<file path="config.mk">
export PLATFORM = sky130hd
export DESIGN_NAME = bounce_stair_gen
export DESIGN_NICKNAME = d
export VERILOG_FILES = /design/src/rtl/bstair_pkg.sv /design/src/rtl/bstair_walker.sv /design/src/rtl/bstair_decode.sv /design/src/rtl/bstair_strobe.sv /design/src/rtl/bounce_stair_gen.sv
export SDC_FILE = /design/constraint.sdc
export NUM_CORES = 1
export LEC_CHECK = 0
export ABC_AREA = 0
export BUFFER_PORTS_ARGS = -buffer_cell sky130_fd_sc_hd__buf_2
export CORE_MARGIN = 2
export CORE_UTILIZATION = 50
export CTS_BUF_LIST = sky130_fd_sc_hd__clkbuf_8
export DETAILED_ROUTE_END_ITERATION = 8
export MAX_ROUTING_LAYER = met4
export PLACE_DENSITY = 0.7
export SYNTH_ARGS = -nofsm -noshare
export SYNTH_HDL_FRONTEND = slang
export SYNTH_HIERARCHICAL = 1
export SYNTH_SLANG_ARGS = --single-unit
</file>
<file path="constraint.sdc">
create_clock -name clk -period 3.6 [get_ports clk]
set_clock_uncertainty 0.05 [all_clocks]
set_input_delay 1.08 -clock clk [delete_from_list [all_inputs] [get_ports clk]]
set_output_delay 1.08 -clock clk [all_outputs]
set_load 0.02 [all_outputs]
</file>
<file path="src/rtl/bstair_pkg.sv">
package bstair_pkg;

    // Phases of the bouncing staircase
    typedef enum logic [1:0] {
        PH_RISE     = 2'd0,
        PH_TOP_HOLD = 2'd1,
        PH_FALL     = 2'd2,
        PH_BOT_HOLD = 2'd3
    } bstair_phase_e;

endpackage

</file>
<file path="src/rtl/bstair_walker.sv">
module bstair_walker
    import bstair_pkg::*;
#(
    parameter int CNT_W    = 4,
    parameter int RST_CNT  = 0,
    parameter bit RST_DOWN = 1'b0
) (
    input  logic                 clk,
    input  logic                 rst,
    output logic [CNT_W-1:0]     cnt_o,
    output bstair_phase_e        phase_o,
    output logic                 hold_o,
    output logic                 term_o
);

    localparam logic [CNT_W-1:0] CNT_TOP  = {CNT_W{1'b1}};
    localparam logic [CNT_W-1:0] CNT_BOT  = '0;
    localparam logic [CNT_W-1:0] CNT_ONE  = CNT_W'(1);
    localparam logic [CNT_W-1:0] CNT_INIT = CNT_W'(RST_CNT);

    bstair_phase_e    phase_q, phase_d;
    logic [CNT_W-1:0] cnt_q, cnt_d;

    // State register
    always_ff @(posedge clk) begin
        if (rst) begin
            phase_q <= RST_DOWN ? PH_FALL : PH_RISE;
            cnt_q   <= CNT_INIT;
        end else begin
            phase_q <= phase_d;
            cnt_q   <= cnt_d;
        end
    end

    // Next state and count
    always_comb begin
        phase_d = phase_q;
        cnt_d   = cnt_q;
        unique case (phase_q)
            PH_RISE: begin
                if (cnt_q == CNT_TOP) phase_d = PH_TOP_HOLD;
                else                  cnt_d   = cnt_q + CNT_ONE;
            end
            PH_TOP_HOLD: begin
                cnt_d   = CNT_TOP - CNT_ONE;
                phase_d = PH_FALL;
            end
            PH_FALL: begin
                if (cnt_q == CNT_BOT) phase_d = PH_BOT_HOLD;
                else                  cnt_d   = cnt_q - CNT_ONE;
            end
            PH_BOT_HOLD: begin
                cnt_d   = CNT_ONE;
                phase_d = PH_RISE;
            end
            default: begin
                cnt_d   = CNT_BOT;
                phase_d = PH_RISE;
            end
        endcase
    end

    // Outputs
    always_comb begin
        cnt_o   = cnt_q;
        phase_o = phase_q;
        hold_o  = (phase_q == PH_TOP_HOLD) || (phase_q == PH_BOT_HOLD);
        term_o  = (cnt_q == CNT_TOP) || (cnt_q == CNT_BOT);
    end

    // one step up per clock while rising below the top
    a_r2_rise_step: assert property (@(posedge clk) disable iff (rst)
        (phase_q == PH_RISE && cnt_q != CNT_TOP) |=> (cnt_q == $past(cnt_q) + CNT_ONE));

    // top hold sits at all ones and reloads one below it
    a_r3_top_reload: assert property (@(posedge clk) disable iff (rst)
        (phase_q == PH_TOP_HOLD) |=> (cnt_q == CNT_TOP - CNT_ONE && phase_q == PH_FALL));

    a_r3_top_value: assert property (@(posedge clk) disable iff (rst)
        (phase_q == PH_RISE && cnt_q == CNT_TOP) |=> (phase_q == PH_TOP_HOLD && $stable(cnt_q)));

    // bottom hold reloads one and turns upward
    a_r4_bot_reload: assert property (@(posedge clk) disable iff (rst)
        (phase_q == PH_BOT_HOLD) |=> (cnt_q == CNT_ONE && phase_q == PH_RISE));

endmodule

</file>
<file path="src/rtl/bstair_decode.sv">
module bstair_decode
    import bstair_pkg::*;
#(
    parameter int CNT_W      = 4,
    parameter int IDX_W      = 3,
    parameter int SYNC_STATE = 3
) (
    input  logic [CNT_W-1:0] cnt_i,
    input  bstair_phase_e    phase_i,
    output logic [IDX_W-1:0] idx_o,
    output logic             dir_down_o,
    output logic             sync_o
);

    localparam logic [CNT_W-1:0] SYNC_VAL = CNT_W'(SYNC_STATE);

    always_comb begin
        idx_o  = cnt_i[IDX_W-1:0];
        sync_o = (cnt_i == SYNC_VAL);
        unique case (phase_i)
            PH_TOP_HOLD, PH_FALL: dir_down_o = 1'b1;
            default:              dir_down_o = 1'b0;
        endcase
    end

endmodule

</file>
<file path="src/rtl/bstair_strobe.sv">
module bstair_strobe #(
    parameter int LEN = 4
) (
    input  logic clk,
    input  logic rst,
    input  logic hold_i,
    input  logic term_i,
    output logic strobe_o
);

    logic hold_q;
    logic trig;

    always_ff @(posedge clk) begin
        if (rst) hold_q <= 1'b0;
        else     hold_q <= hold_i;
    end

    // Hold seen last clock and counter already off its terminal value
    assign trig = hold_q & ~term_i;

    generate
        if (LEN <= 1) begin : g_single
            assign strobe_o = trig;
        end else begin : g_stretch
            localparam int REM_W = $clog2(LEN);
            localparam logic [REM_W-1:0] REM_LOAD = REM_W'(LEN - 1);
            logic [REM_W-1:0] rem_q;

            always_ff @(posedge clk) begin
                if (rst)              rem_q <= '0;
                else if (trig)        rem_q <= REM_LOAD;
                else if (rem_q != '0) rem_q <= rem_q - 1'b1;
            end

            assign strobe_o = trig | (rem_q != '0);

            // the stretch never exceeds its loaded length
            a_r8_rem_bound: assert property (@(posedge clk) disable iff (rst)
                (rem_q != '0) |=> (rem_q < $past(rem_q) || trig));
        end
    endgenerate

endmodule

</file>
<file path="src/rtl/bounce_stair_gen.sv">
module bounce_stair_gen
    import bstair_pkg::*;
#(
    parameter int CNT_W      = 4,
    parameter int IDX_W      = 3,
    parameter int STROBE_LEN = 4,
    parameter int SYNC_STATE = 3,
    parameter int RST_CNT    = 0,
    parameter bit RST_DOWN   = 1'b0
) (
    input  logic             clk,
    input  logic             rst,
    output logic [IDX_W-1:0] bit_idx,
    output logic             dir_down,
    output logic             hstrobe,
    output logic             sync
);

    logic [CNT_W-1:0] cnt;
    bstair_phase_e    phase;
    logic             hold;
    logic             term;

    bstair_walker #(
        .CNT_W   (CNT_W),
        .RST_CNT (RST_CNT),
        .RST_DOWN(RST_DOWN)
    ) u_walker (
        .clk    (clk),
        .rst    (rst),
        .cnt_o  (cnt),
        .phase_o(phase),
        .hold_o (hold),
        .term_o (term)
    );

    bstair_decode #(
        .CNT_W     (CNT_W),
        .IDX_W     (IDX_W),
        .SYNC_STATE(SYNC_STATE)
    ) u_decode (
        .cnt_i     (cnt),
        .phase_i   (phase),
        .idx_o     (bit_idx),
        .dir_down_o(dir_down),
        .sync_o    (sync)
    );

    bstair_strobe #(
        .LEN(STROBE_LEN)
    ) u_strobe (
        .clk     (clk),
        .rst     (rst),
        .hold_i  (hold),
        .term_i  (term),
        .strobe_o(hstrobe)
    );

    // the direction flag is up in the clock after the top hold
    a_r7_dir_after_top: assert property (@(posedge clk) disable iff (rst)
        (phase == PH_TOP_HOLD) |=> dir_down);

    a_r7_dir_after_bot: assert property (@(posedge clk) disable iff (rst)
        (phase == PH_BOT_HOLD) |=> !dir_down);

    // every hold is followed by a strobe
    a_r8_strobe_after_hold: assert property (@(posedge clk) disable iff (rst)
        hold |=> hstrobe);

    // sync only when the index shows the sync value's low bits
    a_r9_sync_idx: assert property (@(posedge clk) disable iff (rst)
        sync |-> (bit_idx == IDX_W'(SYNC_STATE)));

endmodule

</file>
==> results.json <==
{
  "syn-num-nets": 85,
  "ys_seq_area_frac": 0.277,
  "cts_resized": 0,
  "postCtsSetupBuffers": 0,
  "timing.rr.end": "u_walker/cnt_o[2]$_SDFFE_PP0P_",
  "route.met2.wl_um": 506,
  "ant_nets": 0,
  "max_cap_viol_count": 0,
  "dpl_cell_area_um2": 663,
  "route.detailed.drc": 0,
  "grt_pass1_wl_mm": 1.86,
  "outcome": "finished clean",
  "leakage_nw": 0.339,
  "antenna_found_initial": 0,
  "grt_max_degree": 11,
  "place.gp.congestion": 0.829,
  "worst_hold_path_type": "reg -> reg",
  "finalMaxSlewViolations": 0,
  "cts_max_level": 1,
  "core-area_um2": 1160,
  "rows": 12,
  "cp_common_cell": "nand2_1",
  "root_buffer": "clkbuf_8",
  "tns_ns": 0,
  "critPathLaunchType": "register",
  "portBuffers": 7,
  "path_cells": "or4_4 -> nand2_1 -> nand2b_1 -> nand2_1 -> buf_2",
  "max_freq_mhz": 359,
  "drt_pass1_iterations": 4,
  "rsz0062_at_grt": "no",
  "layout_min_cycle_time_ns": 2.79,
  "routed_via_density": 5.45,
  "rrSetupSlack_ns": 1.56,
  "cts_made_buffers": 3,
  "avgSynthCellArea_um2": 8.54,
  "grt_overflow": 0,
  "slowest_delay_ns": 0.59,
  "fin_hold_ws_ns": 0.451,
  "vdd_ir_drop_max_v": 0.000291,
  "netlist_top_cells_area": "dfxtp_1 28%, ha_1 13%, xor2_1 5.4%",
  "wl_met3_um": 89,
  "slowest_stage": "or4_4",
  "synth_cell_types": 33,
  "drive_gt1_frac": 0.232,
  "async_reset_ff_frac": 0,
  "die_x_um": 40.0,
  "io_pins": 8,
  "crit_start": "u_walker/cnt_o[0]$_SDFFE_PP0P_",
  "yosysTopAreaCellShare": 0.277,
  "grt_pass1_vias": 423,
  "hold_viol_final": 0,
  "nets": 92,
  "end_kind": "primary output",
  "cp.arrival_ns": 1.66,
  "wire_per_inst_um": 12.4,
  "die_y_um": 40.0,
  "initial_core_util": 0.562,
  "setup_viol": 0,
  "topRoutingLayerUsed": "met3",
  "grt_usage": 0.188,
  "yosys.area.top_type": "dfxtp_1",
  "cts_tree": "done",
  "netlist_area_um2": 649,
  "worstMarginPinSlew_ns": 0.342,
  "post-synth-top-count-cell": "dfxtp_1",
  "fillerInstances": 110,
  "clkSinkCount": 9,
  "clkTransAtPathRegs_ns": 0.05,
  "drt_iter0_drc": 8,
  "synth_edf_count": 0,
  "critPathMaxFanout": 9,
  "yosys-top-cells-count": "9 x dfxtp_1, 7 x ha_1, 7 x nand2_1",
  "area_growth_pct": 9.06,
  "reg2reg_from": "u_walker/phase_o[0]$_SDFFE_PP0P_",
  "routed_wl_mm": 1.19,
  "synth_warnings": 6,
  "n_antenna_cell": 0,
  "p_per_area_nw_per_um2": 665,
  "via_count": 523,
  "dp_hpwl_um": 844,
  "postCtsHoldBufs": 0,
  "max_slew_margin": 0.772,
  "path_class": "reg -> out",
  "worstPathRequired_ns": 2.47,
  "die-area_um2": 1600,
  "hold_start": "u_strobe/hold_q$_SDFF_PP0_",
  "cts.path.max_buffers": 2,
  "design_area_um2": 708,
  "crit_end": "hstrobe",
  "ys_ff_latch": 9,
  "synthCells": 76,
  "r2r_cells": 8,
  "period_share": 0.774,
  "wl_met1_um": 593,
  "yosys_most_used_dff": "dfxtp_1",
  "clkLatencyLatePin_ns": 0.24
}
## how the worst min path moves through the flow
stage / end / cells after the start
after floorplan: u_strobe/g_stretch.rem_q[1]$_SDFFE_PP0P_ / 2
after global placement: u_strobe/g_stretch.rem_q[1]$_SDFFE_PP0P_ / 2
after detailed placement: u_strobe/g_stretch.rem_q[1]$_SDFFE_PP0P_ / 2
after CTS: u_strobe/g_stretch.rem_q[1]$_SDFFE_PP0P_ / 2
after global routing: u_strobe/g_stretch.rem_q[1]$_SDFFE_PP0P_ / 2
final: u_strobe/g_stretch.rem_q[1]$_SDFFE_PP0P_ / 2
## final cells by class
class	instances	area (um2)	share of cell area
well taps	14	17.5	0.0247
clock inverters	1	3.75	0.00530
clock buffers	3	41.3	0.0583
flip-flops and latches	9	180	0.254
repair buffers	7	35.0	0.0495
multi-input cells	56	408	0.576
inverters	6	22.5	0.0318
## kinds of logic after synthesis
| logic type | share of synthesized area |
|---|---|
| compound gates | 0.137 |
| xor+xnor | 0.0674 |
| fa+ha+maj | 0.135 |
| buf+inv | 0.0944 |
| flops | 0.277 |
| mux | 0.0385 |
| simple gates | 0.251 |
## worst max-delay path, delay by kind of cell, from the launching register on
| kind | cells | cell delay (ns) |
|---|---|---|
| flip-flops | 1 | 0.38 |
| AND/OR/NAND/NOR | 4 | 0.88 |
| buffers and inverters | 1 | 0.16 |
## layout by cell type (no fill, tap or decap), drive strengths merged
cell     Yosys  layout
nand2b       3       3
nand3b       1       1
o21ai        4       4
buf          4       7
nand2        7       7
dfxtp        9       9
inv          6       7
nor2         3       3
nor4         1       1
nor3         1       1
or4          1       1
nand3        3       3
xor2         4       4
a211oi       1       1
a21oi        6       6
mux2i        1       1
clkbuf       1       3
ha           7       7
a22oi        1       1
or3          1       1
nand4        1       1
xnor2        1       1
or2          2       2
o2111ai      1       1
mux2         1       1
or3b         1       1
and4bb       1       1
nor2b        1       1
and3b        1       1
a31oi        1       1
## metal layers
metal | vias to the layer above | global-route usage
li1 | 271 | -
met1 | 232 | 0.246
met2 | 20 | 0.258
met3 | 0 | 0.0833
met4 | 0 | 0.0517
met5 | - | -
## stage by stage
stage          setup slack [ns]  cells  total power, mW   util
6_report                  0.814     96            0.471  0.613
5_1_grt                   0.736     96            0.503  0.613
4_1_cts                   0.814     96            0.474  0.613
3_5_place_dp               1.08     92            0.352  0.574
3_3_place_gp               1.11     92            0.350  0.574
2_1_floorplan              1.16     76            0.329      -
## power by group
group,switching (mW),internal [mW],total (mW)
clock network,0.0429,0.0745,0.117
registers,0.0353,0.124,0.159
logic,0.0997,0.0943,0.194
## flip-flops by register name, summed over array words and instances, names as in the netlist
register                  count
u_strobe/hold_q               1
u_strobe/g_stretch.rem_q      2
u_walker/phase_o              2
u_walker/cnt_o                4
No activity file was read; power rests on OpenSTA's default activity.
